## config.mk

```make
export PLATFORM = sky130hd
export DESIGN_NAME = beacon_timer_set
export DESIGN_NICKNAME = d
export VERILOG_FILES = /design/src/rtl/bt_pkg.sv /design/src/rtl/bt_timer_slot.sv /design/src/rtl/bt_window_check.sv /design/src/rtl/beacon_timer_set.sv
export SDC_FILE = /design/constraint.sdc
export NUM_CORES = 1
export LEC_CHECK = 0
export ABC_AREA = 1
export ABC_CLOCK_PERIOD_IN_PS = 8150
export BUFFER_PORTS_ARGS = -buffer_cell sky130_fd_sc_hd__buf_2
export CAP_MARGIN = 25
export CELL_PAD_IN_SITES_DETAIL_PLACEMENT = 2
export CELL_PAD_IN_SITES_GLOBAL_PLACEMENT = 2
export CORE_ASPECT_RATIO = 1.25
export CORE_UTILIZATION = 35
export DETAILED_ROUTE_END_ITERATION = 6
export PLACE_DENSITY = 0.91
export REMOVE_ABC_BUFFERS = 1
export SLEW_MARGIN = 30
export SYNTH_ARGS = -nofsm -noshare
export SYNTH_HDL_FRONTEND = slang
export SYNTH_SLANG_ARGS = --single-unit
```

## constraint.sdc

```tcl
create_clock -name clk -period 8.15 [get_ports clk]
set_input_delay 1.2225 -clock clk [delete_from_list [all_inputs] [get_ports clk]]
set_output_delay 1.2225 -clock clk [all_outputs]
set_load 0.01 [all_outputs]
```

## src/rtl/bt_pkg.sv

```systemverilog
package bt_pkg;
    localparam int TU_W    = 16;
    localparam int FRAC_W  = 3;
    localparam int ALERT_W = TU_W + FRAC_W;
    localparam int SLOTS   = 4;

    localparam int SLOT_NBT  = 0;
    localparam int SLOT_DMA  = 1;
    localparam int SLOT_SWBA = 2;
    localparam int SLOT_ATIM = 3;

    typedef enum logic [2:0] {
        AD_NBT  = 3'd0,
        AD_DMA  = 3'd1,
        AD_SWBA = 3'd2,
        AD_ATIM = 3'd3,
        AD_IVL  = 3'd4,
        AD_CTRL = 3'd5,
        AD_ARM  = 3'd6
    } bt_addr_e;

    // Window from a to b of width w, tolerant of one side having advanced or wrapped
    function automatic logic span_fits(input logic [TU_W-1:0] a, input logic [TU_W-1:0] b,
                                       input int w, input logic [TU_W-1:0] ivl);
        int ai, bi, iv;
        ai = int'({16'd0, a});
        bi = int'({16'd0, b});
        iv = int'({16'd0, ivl});
        return (bi - ai == w) ||
               (ai - bi == iv - w) ||
               ((ai | 65536) - bi == iv - w) ||
               ((bi | 65536) - ai == w);
    endfunction
endpackage

```

## src/rtl/bt_timer_slot.sv

```systemverilog
module bt_timer_slot #(
    parameter int W    = 16,
    parameter int FRAC = 0
) (
    input  logic         clk,
    input  logic         rst,
    input  logic         en,
    input  logic [15:0]  tu_now,
    input  logic [15:0]  ivl,
    input  logic         load,
    input  logic [W-1:0] load_val,
    output logic [W-1:0] value,
    output logic         fire
);
    logic [15:0]  cmp_tu;
    logic [W-1:0] step_w;
    logic         hit;

    assign cmp_tu = value[W-1:FRAC];
    assign step_w = W'(ivl) << FRAC;
    assign hit    = en && (cmp_tu == tu_now);

    always_ff @(posedge clk) begin
        if (rst) begin
            value <= '0;
            fire  <= 1'b0;
        end else begin
            fire <= 1'b0;
            if (load) begin
                value <= load_val;
            end else if (hit) begin
                value <= value + step_w;
                fire  <= 1'b1;
            end
        end
    end
endmodule

```

## src/rtl/bt_window_check.sv

```systemverilog
module bt_window_check
    import bt_pkg::*;
#(
    parameter int DMA_MARGIN = 2
) (
    input  logic [TU_W-1:0] nbt,
    input  logic [TU_W-1:0] dma_tu,
    input  logic [TU_W-1:0] atim,
    input  logic [TU_W-1:0] ivl,
    output logic            ok
);
    logic atim_ok, dma_ok;
    assign atim_ok = span_fits(nbt, atim, 1, ivl);
    assign dma_ok  = span_fits(dma_tu, nbt, DMA_MARGIN, ivl);
    assign ok      = atim_ok && dma_ok;
endmodule

```

## src/rtl/beacon_timer_set.sv

```systemverilog
module beacon_timer_set
    import bt_pkg::*;
#(
    parameter int DMA_MARGIN = 2,
    parameter int SW_MARGIN  = 10
) (
    input  logic                clk,
    input  logic                rst,
    input  logic [TU_W-1:0]     tu_now,
    input  logic                wr_en,
    input  logic [2:0]          wr_addr,
    input  logic [ALERT_W-1:0]  wr_data,
    output logic [SLOTS-1:0]    fire,
    output logic [TU_W-1:0]     nbt_q,
    output logic [ALERT_W-1:0]  dma_q,
    output logic [ALERT_W-1:0]  swba_q,
    output logic [TU_W-1:0]     atim_q,
    output logic                window_ok
);
    logic [TU_W-1:0]    interval_q;
    logic               en_q;
    logic [TU_W-1:0]    nb_in;
    logic [TU_W-1:0]    arm_nbt, arm_atim;
    logic [ALERT_W-1:0] arm_dma, arm_sw;
    logic               arm;

    assign arm      = (wr_addr == AD_ARM);
    assign nb_in    = wr_data[TU_W-1:0];
    assign arm_nbt  = nb_in;
    assign arm_atim = nb_in + 16'd1;
    assign arm_dma  = {nb_in - 16'(DMA_MARGIN), {FRAC_W{1'b0}}};
    assign arm_sw   = {nb_in - 16'(SW_MARGIN), {FRAC_W{1'b0}}};

    always_ff @(posedge clk) begin
        if (rst) begin
            interval_q <= '0;
            en_q       <= 1'b0;
        end else if (wr_en) begin
            if (wr_addr == AD_IVL)  interval_q <= wr_data[TU_W-1:0];
            if (wr_addr == AD_CTRL) en_q       <= wr_data[0];
        end
    end

    for (genvar i = 0; i < SLOTS; i++) begin : g_slot
        localparam int FR = (i == SLOT_DMA || i == SLOT_SWBA) ? FRAC_W : 0;
        localparam int W  = TU_W + FR;
        logic [W-1:0] arm_w, ld_w, val_w;
        logic         ld;

        if (i == SLOT_NBT) begin : g_nbt
            assign arm_w = arm_nbt;
            assign nbt_q = val_w;
        end else if (i == SLOT_DMA) begin : g_dma
            assign arm_w = arm_dma;
            assign dma_q = val_w;
        end else if (i == SLOT_SWBA) begin : g_sw
            assign arm_w  = arm_sw;
            assign swba_q = val_w;
        end else begin : g_atim
            assign arm_w  = arm_atim;
            assign atim_q = val_w;
        end

        assign ld   = wr_en && (arm || wr_addr == 3'(i));
        assign ld_w = arm ? arm_w : W'(wr_data);

        bt_timer_slot #(.W(W), .FRAC(FR)) u_slot (
            .clk      (clk),
            .rst      (rst),
            .en       (en_q),
            .tu_now   (tu_now),
            .ivl      (interval_q),
            .load     (ld),
            .load_val (ld_w),
            .value    (val_w),
            .fire     (fire[i])
        );
    end

    bt_window_check #(.DMA_MARGIN(DMA_MARGIN)) u_win (
        .nbt    (nbt_q),
        .dma_tu (dma_q[ALERT_W-1:FRAC_W]),
        .atim   (atim_q),
        .ivl    (interval_q),
        .ok     (window_ok)
    );
endmodule

```

Yosys cells after proc, flatten, opt, wreduce, memory -nomap -nowiden
Cells that the tools add are included.

cells by class
  add/subtract/negate cells = 17
  reduce and logical (&&, ||, !) cells = 30
  multiplexer cells = 15
  eq/ne operators = 18

operators by type and width
  cell                                                number
  == test 32 bit                                      4
  two-way mux 19 bit                                  6
  two-way mux 16 bit                                  5
  subtractor 17 x 16 -> 18 bit                        4
  subtractor 16 x 16 -> 17 bit                        4
  == test 16 bit                                      4
  == test 32 x 2 -> 1 bit, second input constant      2
  adder 19 bit                                        2
  adder 16 bit                                        2
  == test 32 x 3 -> 1 bit, second input constant      1
  == test 18 x 3 -> 1 bit, second input constant      1
  subtractor 16 x 1 -> 17 bit, second input constant  1
  subtractor 16 x 2 -> 17 bit, second input constant  1
  adder 16 x 1 -> 16 bit, second input constant       1
  subtractor 16 x 2 -> 16 bit, second input constant  1
  subtractor 16 x 4 -> 16 bit, second input constant  1
  logical OR 1 bit                                    10
  == test 3 bit, second input constant                3
  logical AND 1 bit                                   9
  nonzero test 2 bit                                  4
  OR reduction 2 bit                                  4
  == test 3 x 2 -> 1 bit, second input constant       2
  two-way mux 1 bit                                   4
  AND reduction 2 bit                                 2
  2 further kinds                                     2

storage, ports and cells
  bits in registers = 91
  input bits = 41
  output and inout port bits = 75
  word-level logic and storage cells = 90

Depth between registers and ports, before layout
Gate-level depths: netlist of run 1.

  depth after elaboration = 6
  gate-level depth with buffers = 25
  mapped depth without buffers = 24

Modules after synthesis
From an unflattened synthesis of run 1, not the netlist that was laid out.

unflattened totals
  cell total of the unflattened synthesis = 2,893
  area, all modules = 15,655.0 um^2

modules (own cells, without submodules)
  module                                cells an instance  instances  area an instance (um^2)  sequential area each (um^2)
  bt_window_check                       1,038              1          5,156.2                  0.0
  bt_timer_slot (g_slot[0].u_slot ...)  361                2          2,025.7                  340.3
  bt_timer_slot (g_slot[2].u_slot)      396                1          2,210.9                  400.4
  bt_timer_slot (g_slot[1].u_slot)      378                1          2,159.6                  400.4
  beacon_timer_set                      359                1          2,077.0                  340.3

Worst setup path before layout of run 1
Ideal clock, no wire load.

  path type = register to output
  from = reg g_slot[0].u_slot.value[7]
  to = out window_ok
  slack = 3.980 ns
  required time = 6.928 ns
  stages on the path, launching flop included = 25
  buffers on the path = 1
  data arrival time = 2.947 ns
  cells stage by stage = dfxtp_1 -> inv_1 -> ha_1 -> clkbuf_1 -> nand2_1 -> nor2_1 -> and2_1 -> nand2_1 -> nand2_1 -> nand2_1 -> nand2_1 -> a21oi_1 -> ha_1 -> nor2_1 -> a21oi_1 -> nand3_1 -> nor2_1 -> nand3_1 -> nor2_1 -> nand3_1 -> nor2_1 -> nand4_1 -> nand2_1 -> nand2_1 -> inv_1

on the way
  word-level cells in the longest chain between the ends = 6
  elaborated cells on any way between the ends = 23
  those cells by class = 8 x add/sub; 8 x eq/ne; 7 x reduce/logical

ends and longest elaborated chain
  element                                                line                        source
  start, declared                                        bt_timer_slot.sv:12         output logic [W-1:0] value,
  start signal, assigned                                 bt_timer_slot.sv:30         value <= load_val;
  start signal, assigned                                 bt_timer_slot.sv:32         value <= value + step_w;
  subtractor 16 x 16 -> 17 bit (on tied branches)        bt_pkg.sv:29, bt_pkg.sv:30
  == test 32 x 2 -> 1 bit, or another cell as far along  bt_pkg.sv:29                return (bi - ai == w) ||
  logical OR 1 bit                                       bt_pkg.sv:29
  logical OR 1 bit                                       bt_pkg.sv:30                (ai - bi == iv - w) ||
  logical OR 1 bit                                       bt_pkg.sv:31                ((ai | 65536) - bi == iv - w) ||
  logical AND 1 bit *                                    bt_window_check.sv:15       assign ok = atim_ok && dma_ok;
  end, declared                                          beacon_timer_set.sv:18      output logic window_ok

Mark *: on every way between the ends. The rest lies on a longest branch, timed or not.

Final worst setup path of run 1
Ends and elaborated chain as after synthesis.

==> flow_summary_export.csv, run 1 <==
group,metric,value,unit
run_status,outcome,"finished clean",
synthesis,synthFlopType,"dfxtp_1",
power_and_ir_drop,power_frac_seq,24.7,%
synthesis,yosysWarnings,0,
detailed_routing,wl_per_cell,28.85,um
timing,tightest_slew,1.063,ns
floorplan,die-height,221.4,um
worst_hold_path,holdCritPathClass,"reg2reg",
clock_network,numCtsBuffers,9,
clock_network,clock_sinks,91,
detailed_routing,highest_layer,"met5",
timing,hold_viol,0,
worst_setup_path,critPathArrivalTime,4.16,ns
placed_design,hpwl,69.20,mm
detailed_routing,wl_met3,5.434,mm
run,cap_violations,0,
power_and_ir_drop,swShare,52.03,%
floorplan,die-area,0.03929,mm^2
floorplan,core_region_area,0.03804,mm^2
worst_setup_path,worstSetupEndpointType,"primary output",
clock_network,cts_tree,"yes",
detailed_routing,postRouteAntennaNets,0,
global_routing,grt_pass1_wl,123.6,mm
floorplan,chipWidth,177.5,um
global_routing,overflow,0,
synthesis,synth-seq-area-share,13.52,%
placed_design,place_congestion,1.063,
power_and_ir_drop,p_leak,7.921,nW
timing,slew_headroom,28.40,%
final_layout,utilization,38.84,%
worst_setup_path,crit_type,"reg2out",
detailed_routing,drt_iter0_drc,923,
timing,clock_skew,0.007477,ns
power_and_ir_drop,ir_worst_vdd,107.5,uV
clock_network,insertion_delay,0.39,ns
final_layout,seqCellArea,0.001822,mm^2
clock_network,root_buffer,"clkbuf_16",
worst_setup_path,crit_start,"g_slot[0].u_slot.value[7]$_SDFFE_PP0P_",
power_and_ir_drop,power_frac_comb,54.6,%
clock_network,postCtsSetupBuffers,0,
synthesis,synth-edff-count,0,
power_and_ir_drop,p_switching,1.105,mW
detailed_routing,vias_per_cell,5.983,
worst_setup_path,reg2reg_depth,9,
clock_network,postCtsHoldBufs,0,
synthesis,syn-cell-area,0.01347,mm^2
synthesis,synth_top_area_share,18.16,%
timing,grt_setup_unrepaired,"no",
detailed_routing,dr.pass1.iters,5,
detailed_routing,met1_length,30.78,mm
worst_setup_path,required,6.93,ns
synthesis,synth.area.top_cells,"nand2_1, dfxtp_1, ha_1",
global_routing,antenna_found_initial,2,
power_and_ir_drop,power_density,143.8,mW/mm^2
timing,min_period_over_period,66.05,%
worst_setup_path,worst_path_most_repeated_cell,"nand2_1",
worst_setup_path,crit_path_end,"window_ok",
worst_setup_path,regToRegStartpoint,"en_q$_SDFFE_PP0P_",
worst_setup_path,worstSetupStartpointType,"register",
worst_setup_path,worst-path-stages,24,
worst_setup_path,cp_slowest_stage_delay,0.51,ns
timing,setup_viol,0,
synthesis,syn_inst,2378,
synthesis,ys_types,52,
clock_network,htree_levels,3,
synthesis,syn_avg_cell_area,5.666,um^2
detailed_routing,via_count,17662,
synthesis,synth.most_common_cell,"nand2_1",
placed_design,port_buffers,115,
worst_setup_path,critical_path_buf_inv_count,3,
synthesis,synth_area_leader_cell,"nand2_1",
timing,finalSetupTns,0,ns
power_and_ir_drop,p_int,1.019,mW
worst_setup_path,slowest_stage,"dfxtp_1",
synthesis,synth-seq-cells,91,
final_layout,layout-drive-gt1-share,7.361,%
floorplan,std_cell_rows,80,
global_routing,grt_max_degree,57,
final_layout,nFillCells,5014,
timing,fmax,0.1858,GHz
worst_setup_path,r2r_setup_slack,4.55,ns
synthesis,synthTopCellsByCount,"nand2_1, inv_1, nor2_1",
worst_setup_path,critPathMaxFanout,7,
detailed_routing,drc,0,
final_layout,nets,2633,
worst_setup_path,cp_top_family,"simple AND/OR/NAND/NOR gates",
global_routing,grt_pass1_vias,19345,
timing,fin_hold_ws,0.5144,ns
detailed_routing,wl_met2,38.87,mm
clock_network,clk_transition_reported_paths,0.07,ns
floorplan,initial_utilization,35.42,%
synthesis,synthArstFlopShare,0,%
worst_setup_path,r2r-end,"g_slot[1].u_slot.value[7]$_SDFFE_PP0P_",
worst_setup_path,cp_cell_sequence,"inv_1 -> ha_1 -> nand2_1 -> nor2_1 -> and2_1 -> nand2_1 -> nand2_1 -> nand2_1 -> nand2_1 -> a21oi_1 -> ha_1 -> nor2_1 -> a21oi_1 -> nand3_1 -> nor2_1 -> nand3_1 -> nor2_1 -> nand3_1 -> nor2_1 -> nand4_1 -> nand2_1 -> nand2_1 -> inv_1 -> buf_2",
timing,slew_violations,0,
power_and_ir_drop,p_clk_share,20.7,%
clock_network,clockBufferDepth,2,
detailed_routing,drt-total-wl,85.16,mm
floorplan,io_pins,116,
clock_network,ctsResizeCount,0,
final_layout,multi_input_area,0.01003,mm^2
timing,fin_crit,5.383,ns
global_routing,gr-usage-all-layers,43.43,%
final_layout,syn_to_final_growth,9.648,%
## power groups by stage
stage / Combinational (mW) / Clock (mW) / Sequential (mW)
global route: 1.26 / 0.453 / 0.525
global placement: 1.08 / 0 / 0.528
CTS: 1.13 / 0.445 / 0.521
floorplan: 0.693 / 0 / 0.519
detailed placement: 1.13 / 0 / 0.531
finish: 1.16 / 0.440 / 0.525
## final cells by class
class | instances | share of cell area (%)
well taps | 492 | 4.167
clock buffers | 12 | 1.668
inverters | 346 | 8.808
multi-input cells | 1871 | 67.92
flip-flops and latches | 91 | 12.33
clock inverters | 4 | 0.1778
repair buffers | 135 | 4.912
diodes | 1 | 0.01694
## worst min path at each step
| stage | cells past startpoint | slack [ns] | startpoint | to |
|---|---|---|---|---|
| floorplan | 2 | 0.51 | g_slot[1].u_slot.value[0]$_SDFFE_PP0P_ | g_slot[1].u_slot.value[0]$_SDFFE_PP0P_ |
| global placement | 2 | 0.48 | g_slot[1].u_slot.value[0]$_SDFFE_PP0P_ | g_slot[1].u_slot.value[0]$_SDFFE_PP0P_ |
| detailed placement | 2 | 0.50 | g_slot[1].u_slot.value[0]$_SDFFE_PP0P_ | g_slot[1].u_slot.value[0]$_SDFFE_PP0P_ |
| CTS | 2 | 0.52 | g_slot[1].u_slot.value[0]$_SDFFE_PP0P_ | g_slot[1].u_slot.value[0]$_SDFFE_PP0P_ |
| global route | 2 | 0.54 | g_slot[1].u_slot.value[0]$_SDFFE_PP0P_ | g_slot[1].u_slot.value[0]$_SDFFE_PP0P_ |
| finish | 2 | 0.51 | g_slot[1].u_slot.value[0]$_SDFFE_PP0P_ | g_slot[1].u_slot.value[0]$_SDFFE_PP0P_ |
## metrics by stage
step                instance area (um^2)  worst slack, ns  std cells  power [mW]
floorplan                          13150            4.101       2308       1.212
global placement                   14490            3.357       2935       1.605
detailed placement                 14490            3.277       2935       1.658
CTS                                14770            2.829       2951       2.099
global route                       14770            2.357       2951       2.236
finish                             14770            2.767       2952       2.124
## cells by family after synthesis
family / after synthesis / synth area share, %
adders and majority gates: 138 / 13.20
xor gates and xnor gates: 89 / 5.785
DFF: 91 / 13.52
buffers and inverters: 416 / 12.05
AOI/OAI and AO/OA: 450 / 18.28
and+or+nand+nor: 1194 / 37.15
## worst register-to-register path: stages (launching register included)
cell and delay (ns):
dfxtp_1 0.70, inv_1 0.25, a21oi_1 0.19, nand4_1 0.13
nor4_1 0.50, nand3_1 0.22, nand2_1 0.59, inv_1 0.48
o21ai_0 0.32, a21oi_1 0.07
## per-layer routing
| layer | vias up | GRT usage [%] |
|---|---|---|
| met5 | - | 0 |
| met4 | 2 | 43.09 |
| met1 | 8635 | 44.62 |
| met3 | 405 | 9.175 |
| li1 | 7890 | - |
| met2 | 730 | 71.60 |
## cell usage in the layout, fill, tap and decap left out, types with 4 or more instances in the layout
master     instances
inv_2              4
xnor2_1           28
nor4_1            10
dfxtp_1           91
nor3_1            38
nor2_1           241
o211ai_1           6
a31oi_1           22
xor2_1            61
a211oi_1          11
o21ai_1            4
inv_1            339
ha_1             131
buf_2            115
buf_4             20
or2_2             15
fa_1               7
a21oi_1          190
a21o_1            13
o22ai_1           10
nand4_1           42
o21bai_1           9
o2111ai_1          7
nand3b_1           8
clkbuf_16          9
nand3_1          173
nand2_1          651
o21ai_0          165
## sequential cells by signal, indices dropped and copies added, names as in the netlist
name                 count
g_slot.u_slot.fire       4
en_q                     1
g_slot.u_slot.value     70
interval_q              16
(Power assumes the default switching activity.)
==> inputs of run 2 (changes only) <==
- ABC_CLOCK_PERIOD_IN_PS: 8150 -> 4710
- CORE_UTILIZATION: 35 -> 29
- PLACE_DENSITY: 0.91 -> 0.8
- clock period: 8.15 -> 4.71 ns (I/O delays scaled with it)
==> flow_summary_export.csv, run 2 (synthesized netlist as in run 1, its figures left out) <==
group,metric,value,unit
timing,tightest_slew,0.8961,ns
placed_design,preCtsSetupSlack,0.4746,ns
floorplan,std_cell_rows,87,
timing,min_period_over_period,96.24,%
final_layout,nFillCells,5946,
global_routing,grt_pass1_vias,18913,
floorplan,io_pins,116,
clock_network,insertion_delay,0.39,ns
detailed_routing,drc,0,
worst_setup_path,r2r_setup_slack,1.78,ns
detailed_routing,vias_per_cell,5.636,
clock_network,htree_levels,3,
clock_network,clk_transition_reported_paths,0.08,ns
run,cap_violations,0,
power_and_ir_drop,ir_worst_vdd,140.3,uV
placed_design,place_congestion,1.005,
timing,fmax,0.2206,GHz
worst_hold_path,holdCritPathClass,"reg2reg",
floorplan,chipWidth,194.8,um
final_layout,final_common_cell,"nand2_1",
worst_setup_path,critPathMaxFanout,7,
clock_network,cts_tree,"yes",
global_routing,grt_max_degree,38,
run_status,outcome,"finished clean",
worst_setup_path,worstSetupEndpointType,"primary output",
worst_setup_path,regToRegStartpoint,"interval_q[2]$_SDFFE_PP0P_",
floorplan,die-height,243.0,um
timing,slew_headroom,39.71,%
detailed_routing,wl_per_cell,26.64,um
global_routing,antenna_found_initial,1,
timing,hold_viol,0,
worst_setup_path,crit_path_end,"window_ok",
worst_setup_path,worstSetupStartpointType,"register",
final_layout,top_register,"g_slot.u_slot.value",
power_and_ir_drop,power_density,247.2,mW/mm^2
clock_network,root_buffer,"clkbuf_16",
clock_network,postCtsSetupBuffers,0,
placed_design,port_buffers,115,
placed_design,hpwl,67.74,mm
final_layout,layout-drive-gt1-share,9.233,%
floorplan,die-area,0.04733,mm^2
timing,setup_viol,0,
timing,slew_violations,0,
power_and_ir_drop,p_leak,8.093,nW
timing,setup_slack,0.1771,ns
floorplan,core_region_area,0.04550,mm^2
detailed_routing,postRouteAntennaNets,0,
detailed_routing,dr.pass1.iters,6,
timing,clock_skew,0.01330,ns
final_layout,largest_register_ffs,70,
global_routing,gr-usage-all-layers,34.25,%
final_layout,nets,2665,
clock_network,clockBufferDepth,2,
global_routing,overflow,0,
detailed_routing,via_count,17298,
worst_setup_path,crit_start,"g_slot[0].u_slot.value[11]$_SDFFE_PP0P_",
timing,fin_crit,4.533,ns
power_and_ir_drop,power.total,3.772,mW
worst_setup_path,critPathArrivalTime,3.83,ns
final_layout,diodes,0,
clock_network,numCtsBuffers,9,
clock_network,clock_sinks,91,
floorplan,initial_utilization,29.61,%
final_layout,layout_common_cells,"nand2_1, inv_1, nor2_1, a21oi_1, nand3_1",
final_layout,syn_to_final_growth,13.26,%
worst_setup_path,r2r-end,"g_slot[2].u_slot.value[18]$_SDFFE_PP0P_",
final_layout,largestRegisters,"g_slot.u_slot.value (70), interval_q (16), g_slot.u_slot.fire (4)",
worst_setup_path,crit_type,"reg2out",
detailed_routing,drt-total-wl,81.75,mm
worst_hold_path,min-delay-start,"g_slot[1].u_slot.value[0]$_SDFFE_PP0P_",
worst_setup_path,required,4.00,ns
global_routing,grt_pass1_wl,119.8,mm
worst_setup_path,reg2reg_depth,12,
detailed_routing,drt_iter0_drc,872,
==> run 2: changes by cell type in the layout (fill, tap and decap cells not counted), moves of 3 or more <==
cell,before,now
ha_1,131,121
ha_2,0,3
ha_4,0,7
buf_4,20,52
==> run 2: report_power, final <==
| group | switching, mW | leakage [nW] | internal (mW) |
|---|---|---|---|
| Combinational | 1.42 | 7.20 | 0.614 |
| Sequential | 0.0708 | 0.743 | 0.810 |
| Clock | 0.431 | 0.146 | 0.424 |
| Total | 1.92 | 8.09 | 1.85 |
==> run 2: worst min-delay path by stage <==
stage / to / slack, ns / depth (start not counted)
CTS: g_slot[1].u_slot.value[0]$_SDFFE_PP0P_ / 0.52 / 2
global route: g_slot[1].u_slot.value[0]$_SDFFE_PP0P_ / 0.55 / 2
global placement: g_slot[1].u_slot.value[0]$_SDFFE_PP0P_ / 0.47 / 2
finish: g_slot[1].u_slot.value[0]$_SDFFE_PP0P_ / 0.52 / 2
floorplan: g_slot[1].u_slot.value[0]$_SDFFE_PP0P_ / 0.51 / 2
detailed placement: g_slot[1].u_slot.value[0]$_SDFFE_PP0P_ / 0.48 / 2
==> run 2: critical path: stages (launching register included) <==
cell and delay (ns):
dfxtp_1 0.34, inv_1 0.20, ha_4 0.39, nand2_1 0.12, nor2_2 0.17, and2_1 0.18, nand2_1 0.10, nand2_1 0.10
nand2_1 0.07, nand2_1 0.08, a21oi_1 0.07, ha_1 0.30, nor2_1 0.04, a21oi_1 0.12, nand3_1 0.08, nor2_1 0.09
nand3_1 0.08, nor2_1 0.11, nand3_1 0.11, nor2_1 0.11, nand4_1 0.11, nand2_1 0.18, nand2_1 0.11, inv_1 0.06
buf_2 0.12
==> run 2: layout make-up <==
type                            instances  area, um^2  area share [%]
Inverter                              346        1301           8.527
Tap cell                              578       723.2           4.739
Timing Repair Buffer                  167       965.9           6.329
Clock buffer                            9       225.2           1.476
Multi-Input combinational cell       1871       10140           66.43
Clock inverter                          7       85.08          0.5575
Sequential cell                        91        1823           11.95
==> run 2: routing by layer <==
metal,up-vias,wire (um),global-route usage (%)
li1,7948,-,-
met1,8627,32450,38.65
met2,508,39410,60.29
met3,213,3546,3.821
met4,2,6329,23.41
met5,-,7,0
==> run 2: what timing repair did <==
item                       CTS  global route
resized for setup            0            24
hold buffers                 0             0
setup endpoints to repair    0             1
==> run 2: per-stage QoR <==
step	TNS [ns]	std cells	cell area [um^2]	hold slack, ns	utilization [%]
final	0	3069	15260	0.5173	33.54
after floorplan	0	2308	13150	0.5120	-
after global placement	0	3053	14840	0.4681	32.62
after CTS	0	3069	15150	0.5174	33.30
after global routing	-0.01730	3069	15260	0.5466	33.54
after detailed placement	0	3053	14840	0.4832	32.62
